File: src/rtl/spi4_rx_pkg.sv
`timescale 1ns/1ps
package spi4_rx_pkg;

  // Host pins bundled for a common synchroniser.
  typedef struct packed {
    logic cs_n;
    logic sclk;
    logic mosi;
    logic dc;
  } pin_bus_t;

  localparam int unsigned PIN_W = $bits(pin_bus_t);

  // Idle levels loaded into the synchroniser on reset: deselected.
  localparam pin_bus_t PIN_IDLE = '{cs_n: 1'b1, sclk: 1'b0, mosi: 1'b0, dc: 1'b0};

endpackage

File: src/rtl/spi4_rx_rstsync.sv
`timescale 1ns/1ps
module spi4_rx_rstsync #(
  parameter int unsigned STAGES = 2
) (
  input  logic clk,
  input  logic rst_n,
  output logic rst_n_sync
);

  logic [STAGES-1:0] chain_q;
  logic [STAGES-1:0] chain_d;

  always_comb begin
    chain_d = {chain_q[STAGES-2:0], 1'b1};
  end

  always_ff @(posedge clk or negedge rst_n) begin
    if (!rst_n) chain_q <= '0;
    else        chain_q <= chain_d;
  end

  assign rst_n_sync = chain_q[STAGES-1];

endmodule

File: src/rtl/spi4_rx_sync.sv
`timescale 1ns/1ps
module spi4_rx_sync #(
  parameter int unsigned        STAGES  = 2,
  parameter int unsigned        W       = 4,
  parameter logic [W-1:0]       RST_VAL = '0
) (
  input  logic         clk,
  input  logic         rst_n,
  input  logic [W-1:0] din,
  output logic [W-1:0] dout
);

  logic [STAGES-1:0][W-1:0] stg_q;

  for (genvar s = 0; s < STAGES; s++) begin : g_stage
    logic [W-1:0] stg_d;
    if (s == 0) begin : g_first
      always_comb stg_d = din;
    end else begin : g_next
      always_comb stg_d = stg_q[s-1];
    end
    always_ff @(posedge clk or negedge rst_n) begin
      if (!rst_n) stg_q[s] <= RST_VAL;
      else        stg_q[s] <= stg_d;
    end
  end

  assign dout = stg_q[STAGES-1];

endmodule

File: src/rtl/spi4_rx_shift.sv
`timescale 1ns/1ps
module spi4_rx_shift #(
  parameter int unsigned BYTE_W = 8
) (
  input  logic              clk,
  input  logic              rst_n,
  input  logic              cs_n_s,
  input  logic              sclk_s,
  input  logic              mosi_s,
  input  logic              dc_s,
  output logic              valid,
  output logic [BYTE_W-1:0] data,
  output logic              is_data
);

  localparam int unsigned         CNT_W = $clog2(BYTE_W);
  localparam logic [CNT_W-1:0]    LAST  = CNT_W'(BYTE_W - 1);

  logic              sclk_q;
  logic [CNT_W-1:0]  cnt_q, cnt_d;
  logic [BYTE_W-2:0] sh_q, sh_d;
  logic              valid_q, valid_d;
  logic [BYTE_W-1:0] data_q, data_d;
  logic              tag_q, tag_d;
  logic              rise;
  logic              take;
  logic              load;

  assign rise = sclk_s & ~sclk_q;
  assign take = rise & ~cs_n_s;
  assign load = take & (cnt_q == LAST);

  // Next-state logic.
  always_comb begin
    cnt_d   = cnt_q;
    sh_d    = sh_q;
    valid_d = 1'b0;
    data_d  = data_q;
    tag_d   = tag_q;
    if (cs_n_s) begin
      cnt_d = '0;
    end else if (take) begin
      sh_d = {sh_q[BYTE_W-3:0], mosi_s};
      if (load) begin
        cnt_d   = '0;
        valid_d = 1'b1;
        data_d  = {sh_q, mosi_s};
        tag_d   = dc_s;
      end else begin
        cnt_d = cnt_q + CNT_W'(1);
      end
    end
  end

  // Edge detector reference; resets high so no false edge follows reset.
  always_ff @(posedge clk or negedge rst_n) begin
    if (!rst_n) sclk_q <= 1'b1;
    else        sclk_q <= sclk_s;
  end

  always_ff @(posedge clk or negedge rst_n) begin
    if (!rst_n) begin
      cnt_q   <= '0;
      valid_q <= 1'b0;
    end else begin
      cnt_q   <= cnt_d;
      valid_q <= valid_d;
    end
  end

  always_ff @(posedge clk or negedge rst_n) begin
    if (!rst_n)    sh_q <= '0;
    else if (take) sh_q <= sh_d;
  end

  always_ff @(posedge clk or negedge rst_n) begin
    if (!rst_n) begin
      data_q <= '0;
      tag_q  <= 1'b0;
    end else if (load) begin
      data_q <= data_d;
      tag_q  <= tag_d;
    end
  end

  assign valid   = valid_q;
  assign data    = data_q;
  assign is_data = tag_q;

  // A deselected cycle leaves the bit position at zero.
  assert_cnt_clear_R5: assert property (@(posedge clk) disable iff (!rst_n)
    cs_n_s |=> (cnt_q == '0));

  // An eighth accepted edge yields a strobe on the next cycle.
  assert_eighth_strobe_R2: assert property (@(posedge clk) disable iff (!rst_n)
    (rise && !cs_n_s && (cnt_q == LAST)) |=> valid_q);

  // Any earlier accepted edge advances the position by one, without a strobe.
  assert_cnt_advance_R4: assert property (@(posedge clk) disable iff (!rst_n)
    (rise && !cs_n_s && (cnt_q != LAST)) |=> (!valid_q && (cnt_q == $past(cnt_q) + CNT_W'(1))));

  // A strobe only follows a selected cycle.
  assert_strobe_selected_R6: assert property (@(posedge clk) disable iff (!rst_n)
    valid_q |-> $past(!cs_n_s));

  // The strobe never lasts two cycles.
  assert_single_strobe_R8: assert property (@(posedge clk) disable iff (!rst_n)
    valid_q |=> !valid_q);

endmodule

File: src/rtl/spi4_byte_rx.sv
`timescale 1ns/1ps
module spi4_byte_rx
  import spi4_rx_pkg::*;
#(
  parameter int unsigned SYNC_STAGES = 2,
  parameter int unsigned BYTE_W      = 8
) (
  input  logic              clk,
  input  logic              rst_n,
  input  logic              cs_n,
  input  logic              sclk,
  input  logic              mosi,
  input  logic              dc_sel,
  output logic              byte_valid,
  output logic [BYTE_W-1:0] byte_data,
  output logic              byte_is_data
);

  logic     rst_n_int;
  pin_bus_t pins_raw;
  pin_bus_t pins_s;

  spi4_rx_rstsync #(.STAGES(SYNC_STAGES)) u_rst (
    .clk        (clk),
    .rst_n      (rst_n),
    .rst_n_sync (rst_n_int)
  );

  always_comb begin
    pins_raw.cs_n = cs_n;
    pins_raw.sclk = sclk;
    pins_raw.mosi = mosi;
    pins_raw.dc   = dc_sel;
  end

  spi4_rx_sync #(
    .STAGES  (SYNC_STAGES),
    .W       (PIN_W),
    .RST_VAL (PIN_IDLE)
  ) u_sync (
    .clk   (clk),
    .rst_n (rst_n_int),
    .din   (pins_raw),
    .dout  (pins_s)
  );

  spi4_rx_shift #(.BYTE_W(BYTE_W)) u_shift (
    .clk     (clk),
    .rst_n   (rst_n_int),
    .cs_n_s  (pins_s.cs_n),
    .sclk_s  (pins_s.sclk),
    .mosi_s  (pins_s.mosi),
    .dc_s    (pins_s.dc),
    .valid   (byte_valid),
    .data    (byte_data),
    .is_data (byte_is_data)
  );

endmodule

File: config.mk
export PLATFORM = sky130hd
export DESIGN_NAME = spi4_byte_rx
export DESIGN_NICKNAME = d
export VERILOG_FILES = /design/src/rtl/spi4_rx_pkg.sv /design/src/rtl/spi4_rx_rstsync.sv /design/src/rtl/spi4_rx_sync.sv /design/src/rtl/spi4_rx_shift.sv /design/src/rtl/spi4_byte_rx.sv
export SDC_FILE = /design/constraint.sdc
export NUM_CORES = 1
export LEC_CHECK = 0
export ABC_AREA = 1
export CAP_MARGIN = 20
export CORE_ASPECT_RATIO = 1.1
export CORE_MARGIN = 10
export CORE_UTILIZATION = 52
export DETAILED_ROUTE_END_ITERATION = 10
export GPL_ROUTABILITY_DRIVEN = 0
export GPL_TIMING_DRIVEN = 0
export MAX_ROUTING_LAYER = met4
export PLACE_DENSITY = 0.79
export SLEW_MARGIN = 20
export SYNTH_ARGS = -nofsm -noshare
export SYNTH_HDL_FRONTEND = slang
export SYNTH_SLANG_ARGS = --single-unit
File: constraint.sdc
create_clock -name clk -period 1.3 [get_ports clk]
set_input_delay 0.26 -clock clk [delete_from_list [all_inputs] [get_ports clk]]
set_output_delay 0.26 -clock clk [all_outputs]
set_load 0.03 [all_outputs]
==> qor.yml <==
rows: 17
layout_commonest_cell: "nand2_1"
yosysUniqueCellTypes: 17
die_area_um2: 4500
cp_cell_sequence: "clkdlybuf4s15_2"
area_growth_pct: 24.3
worst_setup_path_start_kind: "register"
cts.sinks: 31
io_pins: 16
multi_input_area_um2: 344
start_util: 0.559
die_w_um: 64.9
numPortBuffers: 15
grt_usage: 0.107
grt_pass1_wl_um: 3730
regArea_um2: 781
worst_pin_slew_ns: 0.594
cp.arrival_ns: 0.99
grt_pass1_vias: 896
antenna_found_initial: 0
tritoncts: "done"
drive_gt1_frac: 0.290
syn_inst: 106
slowest_delay_ns: 0.38
yosys.area_share.simple: 0.253
drt_iter0_markers: 30
fin_crit_sh: 0.960
vias_per_cell: 5.05
worstPathRequired_ns: 1.04
path_depth: 1
hpwl_um: 1370
synth-adder-area-share: 0.0217
htreeDepth: 2
path_buf_inv: 1
cpMaxStageDelayCell: "dfrtp_1"
leakage_nw: 0.764
maxSlewHeadroom: 0.604
timing_hold_violations_final: 0
timing.fmax_mhz: 801
antenna_left: 0
ys_warn_count: 0
n_fill_cell: 165
synth_xor_area_frac: 0
cts_hold_buf: 0
finalNonFillerCells: 159
routedWlPerCell_um: 13.3
synth_compound_area_frac: 0
crit_type: "reg -> out"
ys_seq_area_frac: 0.676
status: "finished clean"
core_area_um2: 2060
cts_made_buffers: 5
end_kind: "output pin"
pwr_density_cell_nw_per_um2: 1390
root_buffer: "clkbuf_4"
syn-num-nets: 114
grt_max_degree: 30
die-height_um: 69.4
grt-ovfl-total: 0
drv_cap: 0
slew_violations: 0
ir_worst_vdd_uv: 1160
synthesis.area_um2: 1150
path_delay_family: "flip-flops"
clock_latency_ns: 0.34
crit_fanout: 2
remaining_drc_errors: 0
final_cell_mix: "nand2_1 (38), dfrtp_1 (27), nand4_1 (11), buf_2 (10), nand3_1 (8)"
firstDrtPassIters: 4
synth_top_family_by_area: "simple AND/OR/NAND/NOR gates"
ys_ff_latch: 31
fin_util: 0.694
antenna_cells: 0
path_clk_slew_ns: 0.09
clock_skew_ns: 0.0145
synth.avg_cell_area_um2: 10.9
setup_viol: 0
cts_max_path_buffers: 2
setup_tns_ns: 0
nets: 138
post-route-min-period_ns: 1.25
dp.cells: 149
reg2regPathDepth: 6
synth_mux_area_frac: 0
num_vias: 803
hold_class: "in -> async"
routed_wl_um: 2110
## worst paths after layout
kind | startpoint | to | slack, ns
min in group clk | cs_n | u_sync.g_stage[1].stg_d[3]$_DFF_PN1_ | 0.34
min | rst_n | u_rst.chain_q[0]$_DFF_PN0_ | 0.08
max reg2reg | u_shift.cnt_q[0]$_DFFE_PN0P_ | u_shift.cnt_q[2]$_DFFE_PN0P_ | 0.10
min reg2reg | u_rst.chain_q[1]$_DFF_PN0_ | u_shift.sh_q[1]$_DFFE_PN0P_ | 0.27
max | u_shift.data[1]$_DFFE_PN0P_ | byte_data[1] | 0.05
max in group asynchronous | u_rst.chain_q[1]$_DFF_PN0_ | u_sync.dout[2]$_DFF_PN0_ | 0.63
## registers in the layout (all words and copies together) (netlist names)
| signal | flops |
|---|---|
| u_shift.data | 8 |
| u_shift.sh_q | 7 |
| u_sync.dout | 4 |
| u_sync.g_stage.stg_d | 4 |
| u_shift.cnt_q | 3 |
| u_rst.chain_q | 2 |
| u_shift.is_data | 1 |
| u_shift.sclk_q | 1 |
| u_shift.valid | 1 |
## final cells by class
class                   count  area share
clock buffers               6      0.0358
clock inverters             2      0.0245
well taps                  28      0.0245
repair buffers             17      0.0891
flip-flops and latches     31       0.545
plain buffers               5      0.0279
inverters                   5      0.0131
multi-input cells          65       0.240
## stage by stage
| step | cell area [um2] | worst slack [ns] | power (mW) | hold slack [ns] |
|---|---|---|---|---|
| 2_1_floorplan | 1150 | 0.104 | 1.17 | -0.0356 |
| 3_3_place_gp | 1340 | 0.0294 | 1.21 | 0.332 |
| 3_5_place_dp | 1340 | -0.00987 | 1.22 | 0.337 |
| 4_1_cts | 1450 | 0.0110 | 1.99 | 0.0765 |
| 5_1_grt | 1430 | -0.00469 | 2.08 | 0.0585 |
| 6_report | 1430 | 0.0519 | 1.99 | 0.0793 |
## where the power goes
part | switching (mW) | internal, mW
registers | 0.0632 | 1.04
clock network | 0.323 | 0.454
logic | 0.0607 | 0.0525
total | 0.447 | 1.54
## synthesized netlist by cell type
master    n  area (um2)
nand4_2   1        12.5
nand2_2   1        6.26
nor2_1    1        3.75
nand2_1  38         143
nor2_4    1        11.3
conb_1    1        3.75
nand3_1   8        40.0
nor2_2    1        6.26
dfstp_2   3        78.8
nand4_1  11        68.8
buf_6     1        11.3
ha_1      2        25.0
inv_1     2        7.51
inv_2     3        11.3
dfrtp_1  28         701
buf_2     3        15.0
buf_4     1        7.51
## cell families (layout without fill, tap and decap cells)
logic type / count (synthesis) / in the layout
simple gates: 62 / 62
flops: 31 / 31
fa+ha+maj: 2 / 2
other cells: 1 / 1
buf+inv: 10 / 35
## routing by layer
layer | up-vias | share of wire | GRT usage
met3 | 6 | 0.084 | 0.0499
met1 | 381 | 0.40 | 0.0966
met2 | 22 | 0.49 | 0.184
met5 | - | 0 | -
met4 | 0 | 0.019 | 0.0472
li1 | 394 | - | -
## what timing repair did
action                     4_1_cts  5_1_grt
gates resized for setup         31       21
cloned                           0        0
hold endpoints to repair         0        0
setup endpoints to repair       12       19
buffers inserted                 1        1
Power figures use the tool's default switching activity.
